<file path="src/rtl/mwr_pkg.sv">
package mwr_pkg;
  localparam int unsigned ADDR_W    = 8;
  localparam int unsigned DATA_W    = 16;
  localparam int unsigned CMD_BITS  = 3;
  localparam int unsigned LINE_W    = 3;
  // Level counts per phase
  localparam int unsigned PRE_N     = 4;
  localparam int unsigned CMD_N     = 2 * CMD_BITS;
  localparam int unsigned ADR_N     = 2 * ADDR_W;
  localparam int unsigned GAP_N     = 1;
  localparam int unsigned DAT_N     = 2 * DATA_W;
  localparam int unsigned TAIL_N    = 4;
  localparam int unsigned CMD_BASE  = PRE_N;
  localparam int unsigned ADR_BASE  = CMD_BASE + CMD_N;
  localparam int unsigned GAP_BASE  = ADR_BASE + ADR_N;
  localparam int unsigned DAT_BASE  = GAP_BASE + GAP_N;
  localparam int unsigned TAIL_BASE = DAT_BASE + DAT_N;
  localparam int unsigned N_LEVELS  = TAIL_BASE + TAIL_N;
  localparam int unsigned STEP_W    = $clog2(N_LEVELS);
  localparam logic [CMD_BITS-1:0] READ_CMD = 3'b110;

  localparam logic [LINE_W-1:0] LV_OFF = 3'b000;
  localparam logic [LINE_W-1:0] LV_SEL = 3'b010;
  localparam logic [LINE_W-1:0] LV_SCK = 3'b011;
  localparam logic [LINE_W-1:0] LV_CLK = 3'b001;

  // Level for a (bit value, clock phase) pair with select high
  function automatic logic [LINE_W-1:0] sel_bit(input logic b, input logic ck);
    return {b, 1'b1, ck};
  endfunction

  // Line level driven during step idx of a transaction
  function automatic logic [LINE_W-1:0] level_of(input int idx, input logic [ADDR_W-1:0] a);
    int k;
    if (idx < int'(CMD_BASE)) begin
      case (idx)
        0:       return LV_OFF;
        2:       return LV_SCK;
        default: return LV_SEL;
      endcase
    end else if (idx < int'(ADR_BASE)) begin
      k = (idx - int'(CMD_BASE)) / 2;
      return sel_bit(READ_CMD[CMD_BITS-1-k], idx[0] ^ CMD_BASE[0]);
    end else if (idx < int'(GAP_BASE)) begin
      k = (idx - int'(ADR_BASE)) / 2;
      return sel_bit(a[ADDR_W-1-k], idx[0] ^ ADR_BASE[0]);
    end else if (idx < int'(DAT_BASE)) begin
      return LV_SEL;
    end else if (idx < int'(TAIL_BASE)) begin
      return ((idx - int'(DAT_BASE)) % 2 == 0) ? LV_SCK : LV_SEL;
    end else begin
      case (idx - int'(TAIL_BASE))
        1:       return LV_SEL;
        3:       return LV_CLK;
        default: return LV_OFF;
      endcase
    end
  endfunction

  // True for the clock-low level after which data-in is taken
  function automatic logic samples_at(input int idx);
    return (idx >= int'(DAT_BASE)) && (idx < int'(TAIL_BASE)) &&
           ((idx - int'(DAT_BASE)) % 2 == 1);
  endfunction
endpackage

</file>
<file path="src/rtl/mwr_pacer.sv">
module mwr_pacer #(
  parameter int unsigned HOLD_W = 8
) (
  input  logic              clk,
  input  logic              rst_n,
  input  logic              load,
  input  logic              run,
  input  logic [HOLD_W-1:0] hold_i,
  output logic [HOLD_W-1:0] hold_lat,
  output logic              step_end
);
  logic [HOLD_W-1:0] cnt;

  assign step_end = run && !load && (cnt == hold_lat - 1'b1);

  always_ff @(posedge clk or negedge rst_n) begin
    if (!rst_n) begin
      hold_lat <= HOLD_W'(1);
      cnt      <= '0;
    end else if (load) begin
      hold_lat <= (hold_i == '0) ? HOLD_W'(1) : hold_i;
      cnt      <= '0;
    end else if (step_end) begin
      cnt <= '0;
    end else if (run) begin
      cnt <= cnt + 1'b1;
    end
  end

  assert_hold_floor_R11: assert property (@(posedge clk) disable iff (!rst_n)
    hold_lat != '0);
  assert_hold_kept_R8: assert property (@(posedge clk) disable iff (!rst_n)
    (run && !load) |=> $stable(hold_lat));
endmodule

</file>
<file path="src/rtl/mwr_shifter.sv">
module mwr_shifter #(
  parameter int unsigned DATA_W = 16
) (
  input  logic              clk,
  input  logic              rst_n,
  input  logic              clear,
  input  logic              take,
  input  logic              din,
  output logic [DATA_W-1:0] word
);
  always_ff @(posedge clk or negedge rst_n) begin
    if (!rst_n)     word <= '0;
    else if (clear) word <= '0;
    else if (take)  word <= {word[DATA_W-2:0], din};
  end
endmodule

</file>
<file path="src/rtl/mwr_seq.sv">
module mwr_seq
  import mwr_pkg::*;
(
  input  logic              clk,
  input  logic              rst_n,
  input  logic              start_i,
  input  logic [ADDR_W-1:0] addr_i,
  input  logic              step_end,
  output logic              accept,
  output logic              busy,
  output logic              done,
  output logic [STEP_W-1:0] step,
  output logic [LINE_W-1:0] lines,
  output logic              sample_evt
);
  localparam int LAST = int'(N_LEVELS) - 1;
  logic [ADDR_W-1:0] addr_lat;

  assign accept     = start_i && !busy;
  assign sample_evt = step_end && samples_at(int'(step));

  always_ff @(posedge clk or negedge rst_n) begin
    if (!rst_n) begin
      busy     <= 1'b0;
      done     <= 1'b0;
      step     <= '0;
      lines    <= LV_OFF;
      addr_lat <= '0;
    end else begin
      done <= 1'b0;
      if (accept) begin
        busy     <= 1'b1;
        step     <= '0;
        addr_lat <= addr_i;
        lines    <= level_of(0, addr_i);
      end else if (step_end) begin
        if (int'(step) == LAST) begin
          busy <= 1'b0;
          done <= 1'b1;
        end else begin
          step  <= step + 1'b1;
          lines <= level_of(int'(step) + 1, addr_lat);
        end
      end
    end
  end

  assert_sample_clock_low_R6: assert property (@(posedge clk) disable iff (!rst_n)
    sample_evt |-> (lines == LV_SEL));
  assert_done_pulse_R9: assert property (@(posedge clk) disable iff (!rst_n)
    done |-> (!busy && $past(busy)));
  assert_busy_fall_R9: assert property (@(posedge clk) disable iff (!rst_n)
    $fell(busy) |-> done);
  assert_end_clock_high_R7: assert property (@(posedge clk) disable iff (!rst_n)
    done |-> (lines == LV_CLK));
  assert_start_ignored_R10: assert property (@(posedge clk) disable iff (!rst_n)
    (busy && start_i && !step_end) |=> $stable(step));
  assert_step_range_R8: assert property (@(posedge clk) disable iff (!rst_n)
    int'(step) <= LAST);
endmodule

</file>
<file path="src/rtl/mwire_word_reader.sv">
module mwire_word_reader
  import mwr_pkg::*;
#(
  parameter int unsigned HOLD_W = 8
) (
  input  logic              clk,
  input  logic              rst_n,
  input  logic              start_i,
  input  logic [7:0]        addr_i,
  input  logic [HOLD_W-1:0] hold_i,
  output logic [2:0]        eep_ctl_o,
  input  logic              eep_dq_i,
  output logic              busy_o,
  output logic              done_o,
  output logic [15:0]       word_o
);
  logic              accept, step_end, sample_evt, busy;
  logic [HOLD_W-1:0] hold_lat;
  logic [STEP_W-1:0] step;
  logic [LINE_W-1:0] lines;

  mwr_pacer #(.HOLD_W(HOLD_W)) u_pacer (
    .clk(clk), .rst_n(rst_n), .load(accept), .run(busy),
    .hold_i(hold_i), .hold_lat(hold_lat), .step_end(step_end)
  );

  mwr_seq u_seq (
    .clk(clk), .rst_n(rst_n), .start_i(start_i), .addr_i(addr_i),
    .step_end(step_end), .accept(accept), .busy(busy), .done(done_o),
    .step(step), .lines(lines), .sample_evt(sample_evt)
  );

  mwr_shifter #(.DATA_W(DATA_W)) u_shift (
    .clk(clk), .rst_n(rst_n), .clear(accept), .take(sample_evt),
    .din(eep_dq_i), .word(word_o)
  );

  assign eep_ctl_o = lines;
  assign busy_o    = busy;

  // Run-length tracker for the hold-time property
  logic [LINE_W-1:0] lines_q;
  logic              busy_q;
  logic [HOLD_W:0]   run_len;

  always_ff @(posedge clk or negedge rst_n) begin
    if (!rst_n) begin
      lines_q <= LV_OFF;
      busy_q  <= 1'b0;
      run_len <= (HOLD_W+1)'(1);
    end else begin
      lines_q <= lines;
      busy_q  <= busy;
      if (lines != lines_q || !busy_q) run_len <= (HOLD_W+1)'(1);
      else if (run_len != '1)          run_len <= run_len + 1'b1;
    end
  end

  assert_level_hold_R8: assert property (@(posedge clk) disable iff (!rst_n)
    (busy_q && busy && lines != lines_q) |-> (run_len == {1'b0, hold_lat}));
endmodule

</file>
<file path="config.mk">
export PLATFORM = sky130hd
export DESIGN_NAME = mwire_word_reader
export DESIGN_NICKNAME = d
export VERILOG_FILES = /design/src/rtl/mwr_pkg.sv /design/src/rtl/mwr_pacer.sv /design/src/rtl/mwr_shifter.sv /design/src/rtl/mwr_seq.sv /design/src/rtl/mwire_word_reader.sv
export SDC_FILE = /design/constraint.sdc
export NUM_CORES = 1
export LEC_CHECK = 0
export ABC_AREA = 1
export CAP_MARGIN = 20
export CORE_MARGIN = 1.5
export CORE_UTILIZATION = 23
export CTS_CLUSTER_DIAMETER = 80
export DETAILED_ROUTE_END_ITERATION = 16
export DONT_BUFFER_PORTS = 1
export GPL_TIMING_DRIVEN = 0
export SLEW_MARGIN = 20
export SYNTH_ARGS = -nofsm -noshare
export SYNTH_HDL_FRONTEND = slang
export SYNTH_SLANG_ARGS = --single-unit
</file>
<file path="constraint.sdc">
create_clock -name clk -period 4.16 [get_ports clk]
set_clock_uncertainty 0.15 [all_clocks]
set_input_delay 0.416 -clock clk [delete_from_list [all_inputs] [get_ports clk]]
set_output_delay 0.416 -clock clk [all_outputs]
set_load 0.03 [all_outputs]
</file>
==> flow_metrics.tcl, run 1 <==
set metrics [dict create \
    crit_fanout 9 \
    grtUsageTotal_pct 10.9 \
    synth_top_family_by_area "simple AND/OR/NAND/NOR gates" \
    slew_headroom_pct 64.4 \
    clock_path_buffers 2 \
    stdcell_area_um2 3600 \
    final-setup-viol-count 0 \
    dpl.hpwl_um 5580 \
    synth_xor_xnor_area_share_pct 3.01 \
    fp-row-count 42 \
    post_cts_buffers 0 \
    fin_crit_sh_pct 71.3 \
    layout_min_cycle_time_ps 2970 \
    crit_end "u_seq.lines[2]" \
    cts_max_level 2 \
    cts_tree "yes" \
    ir_drop_mv 0.198 \
    wl_um 7250 \
    drive_above_1_share_pct 6.77 \
    overflow 0 \
    port_buffers 0 \
    die_h_um 121 \
    start_kind "register" \
    reg2reg_depth 18 \
    final_nets 490 \
    power_leakage_uw 0.00186 \
    synth_cells 448 \
    worst_pin_slew_ps 534 \
    diodes 0 \
    criticalPathCategory "register to register" \
    hold_viol_final 0 \
    grt_max_degree 52 \
    r2r_slack_ps 1190 \
    clock-sinks 51 \
    die_area_um2 14600 \
    multi_input_area_um2 1550 \
    finalPower_uw 1880 \
    r2r_end "u_seq.lines[2]" \
    yosys_warnings 0 \
    max_cap_viol_count 0 \
    rsz0062_at_grt "false" \
    ys.flop_type "dfrtp_1" \
    cts_root_buffer "clkbuf_16" \
    ys_seq_area_share_pct 40.0 \
    synthArstFlopShare_pct 100 \
    pin_count 41 \
    dr.pass1.iters 4 \
    ys_seq_elements 51 \
    area_growth_syn_to_layout_pct 12.8 \
    status "complete, no violations" \
    drt_iter0_drc 110 \
    syn_nets 481 \
    worstPathRequired_ps 4200 \
    p_per_area_nw_per_um2 523 \
    critPathLaunch "u_seq.step[1]" \
    die-width_um 121 \
    start_util_pct 23.8 \
    grt_pass1_wl_um 12900 \
    synth_fa_ha_area_share_pct 5.09 \
    clkSlewWorstSetupHoldPaths_ps 70 \
    viasPerCell 4.34 \
    grt_pass1_vias 2799 \
    arrival_ps 3010 \
    cts_made_buffers 5 \
    maxClockFrequency_mhz 337 \
    dpl_cell_area_um2 3420 \
    final.setup.tns_ps 0 \
    r2r-start "u_seq.step[1]" \
    synth-simple-area-share_pct 28.7 \
    avgSynthCellArea_um2 7.13 \
    fill_cells 1466 \
    synth.area.mux_share_pct 0 \
    min_path_type "input pin to register" \
    ys_types 37 \
    avgRoutedWirePerCell_um 11.4 \
    synthesis.area_um2 3200 \
    drc_errors 0 \
    antenna_violating_nets_post_route 0 \
    coreArea_um2 13400 \
    vias 2754 \
    end_kind "register" \
    synth_compound_area_share_pct 11.7 \
    synth_edf_count 0 \
    clock_latency_ps 290 \
    regArea_um2 1280 \
    slew_violations 0 \
    gp_congestion 0.807 \
    antenna_found_initial 0 \
]
[per-stage QoR]
stage               hold slack [ps]  std cells  worst slack [ps]  utilization (%)
finish                         90.8        634              1190             26.9
global route                   90.9        634               798             26.9
CTS                            87.2        634              1210             26.9
detailed placement            -24.4        624              1230             25.5
global placement              -24.8        624              1260             25.5
floorplan                     -29.6        448              1550                -
[sequential cells by signal, indices dropped and copies added, names as in the netlist]
name / cells
u_pacer.cnt: 8
u_pacer.hold_lat: 8
u_seq.addr_lat: 8
u_seq.busy: 1
u_seq.done: 1
u_seq.lines: 3
u_seq.step: 6
u_shift.word: 16
[layer usage]
layer / wire length [µm] / track usage, % / up-vias
li1: - / - / 1416
met3: 489 / 3.34 / 6
met2: 3290 / 18.3 / 56
met5: 0 / 0 / -
met1: 3390 / 13.6 / 1276
met4: 76 / 2.87 / 0
[cells in the mapped netlist, types with 2 or more instances]
| cell type | instances | area, µm² |
|---|---|---|
| a211oi_1 | 2 | 15.0 |
| a21oi_1 | 7 | 35.0 |
| buf_6 | 3 | 33.8 |
| clkbuf_1 | 7 | 26.3 |
| dfrtp_1 | 50 | 1250 |
| ha_1 | 13 | 163 |
| inv_1 | 74 | 278 |
| inv_2 | 2 | 7.51 |
| nand2_1 | 115 | 432 |
| nand2_2 | 3 | 18.8 |
| nand3_1 | 24 | 120 |
| nand4_1 | 3 | 18.8 |
| nor2_1 | 51 | 191 |
| nor2_2 | 2 | 12.5 |
| nor3_1 | 4 | 20.0 |
| nor3b_1 | 2 | 15.0 |
| o21ai_0 | 36 | 180 |
| o21ai_1 | 22 | 110 |
| xnor2_1 | 5 | 43.8 |
| xor2_1 | 6 | 52.6 |
[cell families after synthesis]
| logic type | Yosys count |
|---|---|
| compound gates | 71 |
| buf+inv | 89 |
| fa+ha+maj | 13 |
| flops | 51 |
| xor+xnor | 11 |
| simple gates | 213 |
[cell type report]
type	count	area share (%)
timing repair buffer	2	1.04
clock buffer	5	3.47
buffer	13	2.33
multi-input combinational	308	43.0
clock inverter	3	0.694
sequential	51	35.5
tap	176	6.11
inverter	76	7.92
[how the worst min path moves through the flow]
stage	from	to	depth (start not counted)
2_1_floorplan	rst_n	u_pacer.cnt[0]	0
3_3_place_gp	rst_n	u_seq.busy	0
3_5_place_dp	rst_n	u_pacer.hold_lat[2]	0
4_1_cts	addr_i[4]	u_seq.addr_lat[4]	2
5_1_grt	addr_i[6]	u_seq.addr_lat[6]	2
6_report	addr_i[4]	u_seq.addr_lat[4]	2
[worst max-delay path, cell delays in order (launching register included)]
cell     delay [ps]
dfrtp_1         530
ha_1            310
nand3_1         120
nand2_1         170
inv_1            70
nor2_1          230
nand2_1          80
nor2_1          120
ha_1            160
inv_1            40
ha_1            300
a21oi_1         110
o21ai_0          90
o21ai_0          90
nand2_1          80
nand4_1          70
nand2_1          50
nand2_1          60
nand2_1          40
[where the power goes]
part / leakage (µW) / total [µW] / internal, µW / switching, µW
registers: 0.000664 / 715 / 593 / 122
logic: 0.00112 / 747 / 308 / 439
clock network: 0.0000708 / 422 / 228 / 194
total: 0.00186 / 1880 / 1130 / 755
[cells in the final DEF (no fill, tap or decap), types with 6 or more instances in the layout]
| master | count |
|---|---|
| nand2_1 | 115 |
| inv_1 | 74 |
| nor2_1 | 51 |
| dfrtp_1 | 50 |
| o21ai_0 | 36 |
| nand3_1 | 24 |
| o21ai_1 | 22 |
| ha_1 | 13 |
| a21oi_1 | 7 |
| clkbuf_1 | 7 |
| xor2_1 | 6 |
[repair_timing]
item                                    CTS  global route
hold endpoints to repair                 51             0
hold buffers                              2             0
resized for setup                         0             0
endpoints found under the setup margin    0             0
No activity file was read; power rests on OpenSTA's default activity.
==> run 2, diff against run 1 <==
ABC_AREA = 0   (was 1)
clock period = 2.7 ns   (was 4.16 ns; I/O delays follow)
==> flow_metrics.tcl, run 2 <==
set metrics [dict create \
    status "finished, violations left" \
    violations "setup timing" \
    synthesis.area_um2 3060 \
    synth_top_family_by_area "simple AND/OR/NAND/NOR gates" \
    grtUsageTotal_pct 11.3 \
    port_buffers 0 \
    grt_pass1_vias 2669 \
    layout_common_cells "52 x nand2_1, 47 x dfrtp_1, 39 x nor2_1, 20 x buf_4, 17 x dlygate4sd3_1" \
    cts_made_buffers 5 \
    wl_um 7990 \
    cts_max_level 2 \
    die_h_um 118 \
    end_kind "register" \
    synth_edf_count 0 \
    criticalPathCategory "register to register" \
    dpl_cell_area_um2 3360 \
    largest_reg_flops 16 \
    cts_tree "yes" \
    area_growth_syn_to_layout_pct 34.6 \
    layout_min_cycle_time_ps 3170 \
    synth_xor_xnor_area_share_pct 7.70 \
    die-width_um 118 \
    synth_fa_ha_area_share_pct 5.32 \
    ys_seq_elements 51 \
    hold_viol_final 0 \
    synth_top_area_share_pct 40.9 \
    arrival_ps 3200 \
    cts_root_buffer "clkbuf_16" \
    yosys-top-cells-count "53 x nand2_1, 50 x dfrtp_1, 39 x nor2_1" \
    worstPathRequired_ps 2740 \
    power_leakage_uw 0.00187 \
    pin_count 41 \
    antenna_found_initial 0 \
    finalCoreUtilization_pct 32.2 \
    yosys.area.top_type "dfrtp_1" \
    crit_fanout 5 \
    dpl.hpwl_um 5290 \
    diodes 0 \
    synth_cells 331 \
    clock_latency_ps 290 \
    ir_drop_mv 0.448 \
    synth_compound_area_share_pct 12.3 \
    worst_pin_slew_ps 668 \
    synthArstFlopShare_pct 100 \
    synth-simple-area-share_pct 21.4 \
    final_common_cell "nand2_1" \
    drt_iter0_drc 129 \
    start_kind "register" \
    synth_most_common_cell "nand2_1" \
    synth.area.mux_share_pct 7.37 \
    die_area_um2 14000 \
    fp-row-count 41 \
    viasPerCell 4.71 \
    final_nets 414 \
    stdcell_area_um2 4120 \
    maxClockFrequency_mhz 316 \
    yosys_warnings 0 \
    ys_types 54 \
    overflow 0 \
    slew_violations 0 \
    top_register "u_shift.word" \
    r2r_slack_ps -470 \
    start_util_pct 23.9 \
    rsz0062_at_grt "true" \
    gp_congestion 0.839 \
    final-setup-viol-count 3 \
    synth_area_leaders "dfrtp_1 41%, nand2_1 6.5%, mux2i_1 5.9%, ha_1 5.3%, nor2_1 4.8%" \
    ys_seq_area_share_pct 41.8 \
    ys.flop_type "dfrtp_1" \
    syn_nets 364 \
    grt_max_degree 52 \
    fin_ws_ps -466 \
    grt_pass1_wl_um 13100 \
    drc_errors 0 \
    max_cap_viol_count 0 \
    antenna_violating_nets_post_route 0 \
    avgSynthCellArea_um2 9.23 \
    min_path_type "input pin to register" \
    clkSlewWorstSetupHoldPaths_ps 80 \
    clock-sinks 51 \
    avgRoutedWirePerCell_um 14.4 \
    coreArea_um2 12800 \
    final.setup.tns_ps -745 \
    vias 2612 \
    place_ws_ps -696 \
    slew_headroom_pct 55.5 \
    dr.pass1.iters 4 \
    clock_path_buffers 2 \
    fin_crit_sh_pct 117 \
    drive_above_1_share_pct 22.0 \
    p_per_area_nw_per_um2 956 \
]
run 2: layout make-up:
| type | count | area, µm² |
|---|---|---|
| plain buffers | 17 | 116 |
| clock buffers | 5 | 125 |
| clock inverters | 3 | 27.5 |
| fillers | 1307 | 8660 |
| inverters | 11 | 45.0 |
| multi-input cells | 251 | 1860 |
| flip-flops and latches | 51 | 1280 |
| well taps | 172 | 215 |
| repair buffers | 44 | 440 |
run 2: report_power, final:
group	switching, µW	total [µW]	internal, µW	leakage [µW]
sequential	275	1190	910	0.000640
combinational	964	2090	1120	0.00116
clock	306	660	354	0.0000723
run 2: kinds of logic (layout without fill, tap and decap cells):
family	Yosys count	after routing
AOI/OAI and AO/OA	53	53
xor gates and xnor gates	26	26
adders and majority gates	13	13
buffers and inverters	29	80
DFF	51	51
muxes	20	20
and+or+nand+nor	139	139
run 2: what timing repair did:
item	CTS	global route
endpoints found under the hold margin	67	0
pin swaps	17	18
buffers inserted	17	8
endpoints found under the setup margin	30	25
hold buffers	18	0
gates cloned	1	0
gates resized for setup	31	12
run 2: path summary, 6_finish.rpt:
kind,end,start,depth (start not counted)
min reg2reg,u_seq.addr_lat[3],u_seq.addr_lat[3],2
min,u_pacer.hold_lat[0],hold_i[0],2
max in group asynchronous,u_pacer.hold_lat[0],rst_n,2
max,u_seq.lines[2],u_seq.step[0],12
min in group asynchronous,u_seq.lines[1],rst_n,2
max reg2reg,u_seq.lines[2],u_seq.step[0],12
run 2: layer usage:
metal / global-route usage, % / up-vias / wire length, µm
li1: - / 1257 / -
met3: 2.36 / 15 / 429
met1: 15.2 / 1268 / 3680
met4: 3.51 / 0 / 206
met2: 18.2 / 72 / 3680
met5: 0 / - / 0
run 2: per-stage QoR:
| stage | instances | power, µW | hold slack (ps) |
|---|---|---|---|
| finish | 554 | 3930 | 31.5 |
| global placement | 503 | 2840 | -172 |
| floorplan | 331 | 2610 | -176 |
| global route | 554 | 4210 | 66.5 |
| detailed placement | 503 | 2900 | -172 |
| CTS | 547 | 3800 | 22.7 |
run 2: worst max-delay path, stage by stage, from the launching register on:
cell,delay (ps)
dfrtp_2,500
and3_4,240
nand3_4,110
xnor2_4,160
nand2b_4,180
a2111oi_4,280
ha_2,220
inv_2,40
ha_4,270
mux4_2,480
mux2i_1,160
o21ai_1,80
a41o_1,180
==> run 3, diff against run 2 <==
clock period = 3 ns   (was 2.7 ns; I/O delays follow)
==> flow_metrics.tcl, run 3 (same netlist as run 2, synthesis figures left out) <==
set metrics [dict create \
    holdPathEnd "u_shift.word[0]" \
    clock-sinks 51 \
    r2r-start "u_seq.step[0]" \
    slew_headroom_pct 62.2 \
    end_kind "register" \
    clock_path_buffers 2 \
    die_area_um2 14000 \
    die_h_um 118 \
    hold_viol_final 0 \
    critPathTopFamily "multiplexers" \
    avgRoutedWirePerCell_um 14.1 \
    slowest_stage "mux4_2" \
    die-width_um 118 \
    overflow 0 \
    reg2reg_depth 12 \
    grtUsageTotal_pct 11.3 \
    dr.pass1.iters 4 \
    antenna_found_initial 0 \
    criticalPathCategory "register to register" \
    vias 2511 \
    cts_tree "yes" \
    power_leakage_uw 0.00180 \
    pin_count 41 \
    fin_crit_sh_pct 108 \
    fill_cells 1347 \
    crit_chain "ha_4 -> nand3_2 -> xnor2_2 -> clkbuf_8 -> a2111oi_4 -> ha_2 -> inv_2 -> ha_4 -> mux4_2 -> mux2i_2 -> o21ai_1 -> a41o_1" \
    final_common_cell "nand2_1" \
    place_ws_ps -445 \
    max_cap_viol_count 0 \
    layout_min_cycle_time_ps 3230 \
    top_register "u_shift.word" \
    final-setup-viol-count 1 \
    grt_max_degree 52 \
    area_growth_syn_to_layout_pct 28.0 \
    worstPathRequired_ps 3040 \
    port_buffers 0 \
    cpPeakStageDelay_ps 510 \
    wl_um 7610 \
    fp-row-count 41 \
    start_util_pct 23.9 \
    diodes 0 \
    min_path_cells 2 \
    slew_violations 0 \
    gp_congestion 0.842 \
    rsz0062_at_grt "true" \
    fin_ws_ps -231 \
    viasPerCell 4.65 \
    layout_common_cells "52 x nand2_1, 48 x dfrtp_1, 39 x nor2_1, 17 x mux2i_1, 16 x dlygate4sd3_1" \
    regArea_um2 1280 \
    dpl.hpwl_um 5300 \
    worst_pin_slew_ps 567 \
    grt_pass1_wl_um 13000 \
    cts_root_buffer "clkbuf_16" \
    crit_fanout 10 \
    r2r_end "u_seq.lines[2]" \
    multi_input_area_um2 1830 \
    p_per_area_nw_per_um2 898 \
    clkSlewWorstSetupHoldPaths_ps 70 \
    cp.buffers_inverters 2 \
    coreArea_um2 12800 \
    final_nets 400 \
    finalPower_uw 3520 \
    critPathMostFrequentCell "ha_4" \
    drive_above_1_share_pct 18.2 \
    cts_made_buffers 5 \
    grt_pass1_vias 2653 \
    ir_drop_mv 0.393 \
    min_path_type "input pin to register" \
    violations "setup timing" \
    antenna_violating_nets_post_route 0 \
    drc_errors 0 \
    clock_latency_ps 290 \
    drt_iter0_drc 128 \
    cts_max_level 2 \
    start_kind "register" \
    min_from "eep_dq_i" \
    status "finished, violations left" \
    arrival_ps 3270 \
    maxClockFrequency_mhz 310 \
    largest_reg_flops 16 \
    r2r_slack_ps -230 \
]
-- run 3: cell count changes in the layout (fill, tap and decap cells not counted), moves of 2 or more --
cell / delta
inv_1: +2
a31oi_1: -2
inv_2: -2
buf_4: -7
a31oi_2: +2
buf_6: -5
clkbuf_4: +2
-- run 3: per-layer routing --
metal | track usage (%) | routed length, µm | vias up
met3 | 2.75 | 370 | 13
met1 | 14.6 | 3580 | 1219
met5 | 0 | 0 | -
met2 | 18.2 | 3530 | 58
met4 | 4.42 | 136 | 0
li1 | - | - | 1221
-- run 3: metrics by stage --
stage,area [µm²],instances,utilization [%],setup TNS [ps],hold slack (ps)
2_1_floorplan,3140,331,-,-100,-146
3_3_place_gp,3360,503,26.3,-404,-142
3_5_place_dp,3360,503,26.3,-467,-142
4_1_cts,3850,538,30.2,-239,10.8
5_1_grt,3910,540,30.6,-368,5.13
6_report,3910,540,30.6,-231,14.9
-- run 3: layout make-up --
type | instances | share of cell area (%)
inverters | 11 | 1.15
clock buffers | 5 | 3.20
flip-flops and latches | 51 | 32.7
plain buffers | 18 | 2.88
clock inverters | 3 | 0.639
multi-input cells | 251 | 46.8
well taps | 172 | 5.50
repair buffers | 29 | 7.10
-- run 3: worst max path at each step --
| stage | startpoint | endpoint | slack, ps | cells past startpoint |
|---|---|---|---|---|
| floorplan | u_seq.step[0] | u_seq.lines[2] | -100 | 13 |
| global placement | u_seq.step[0] | u_seq.lines[2] | -400 | 13 |
| detailed placement | u_seq.step[1] | u_seq.lines[2] | -450 | 12 |
| CTS | u_seq.step[0] | u_seq.lines[2] | -240 | 13 |
| global route | u_seq.step[0] | u_seq.lines[2] | -340 | 14 |
| finish | u_seq.step[0] | u_seq.lines[2] | -230 | 12 |
-- run 3: power breakdown --
part / internal [µW] / total (µW) / switching [µW]
Clock: 316 / 588 / 272
Combinational: 985 / 1870 / 881
Sequential: 819 / 1060 / 244
-- run 3: what timing repair did --
| item | 4_1_cts | 5_1_grt |
|---|---|---|
| resized for setup | 14 | 13 |
| buffers inserted | 10 | 2 |
| endpoints found under the setup margin | 7 | 25 |
| pin swaps | 6 | 5 |
| hold buffers | 17 | 0 |
| endpoints found under the hold margin | 66 | 0 |
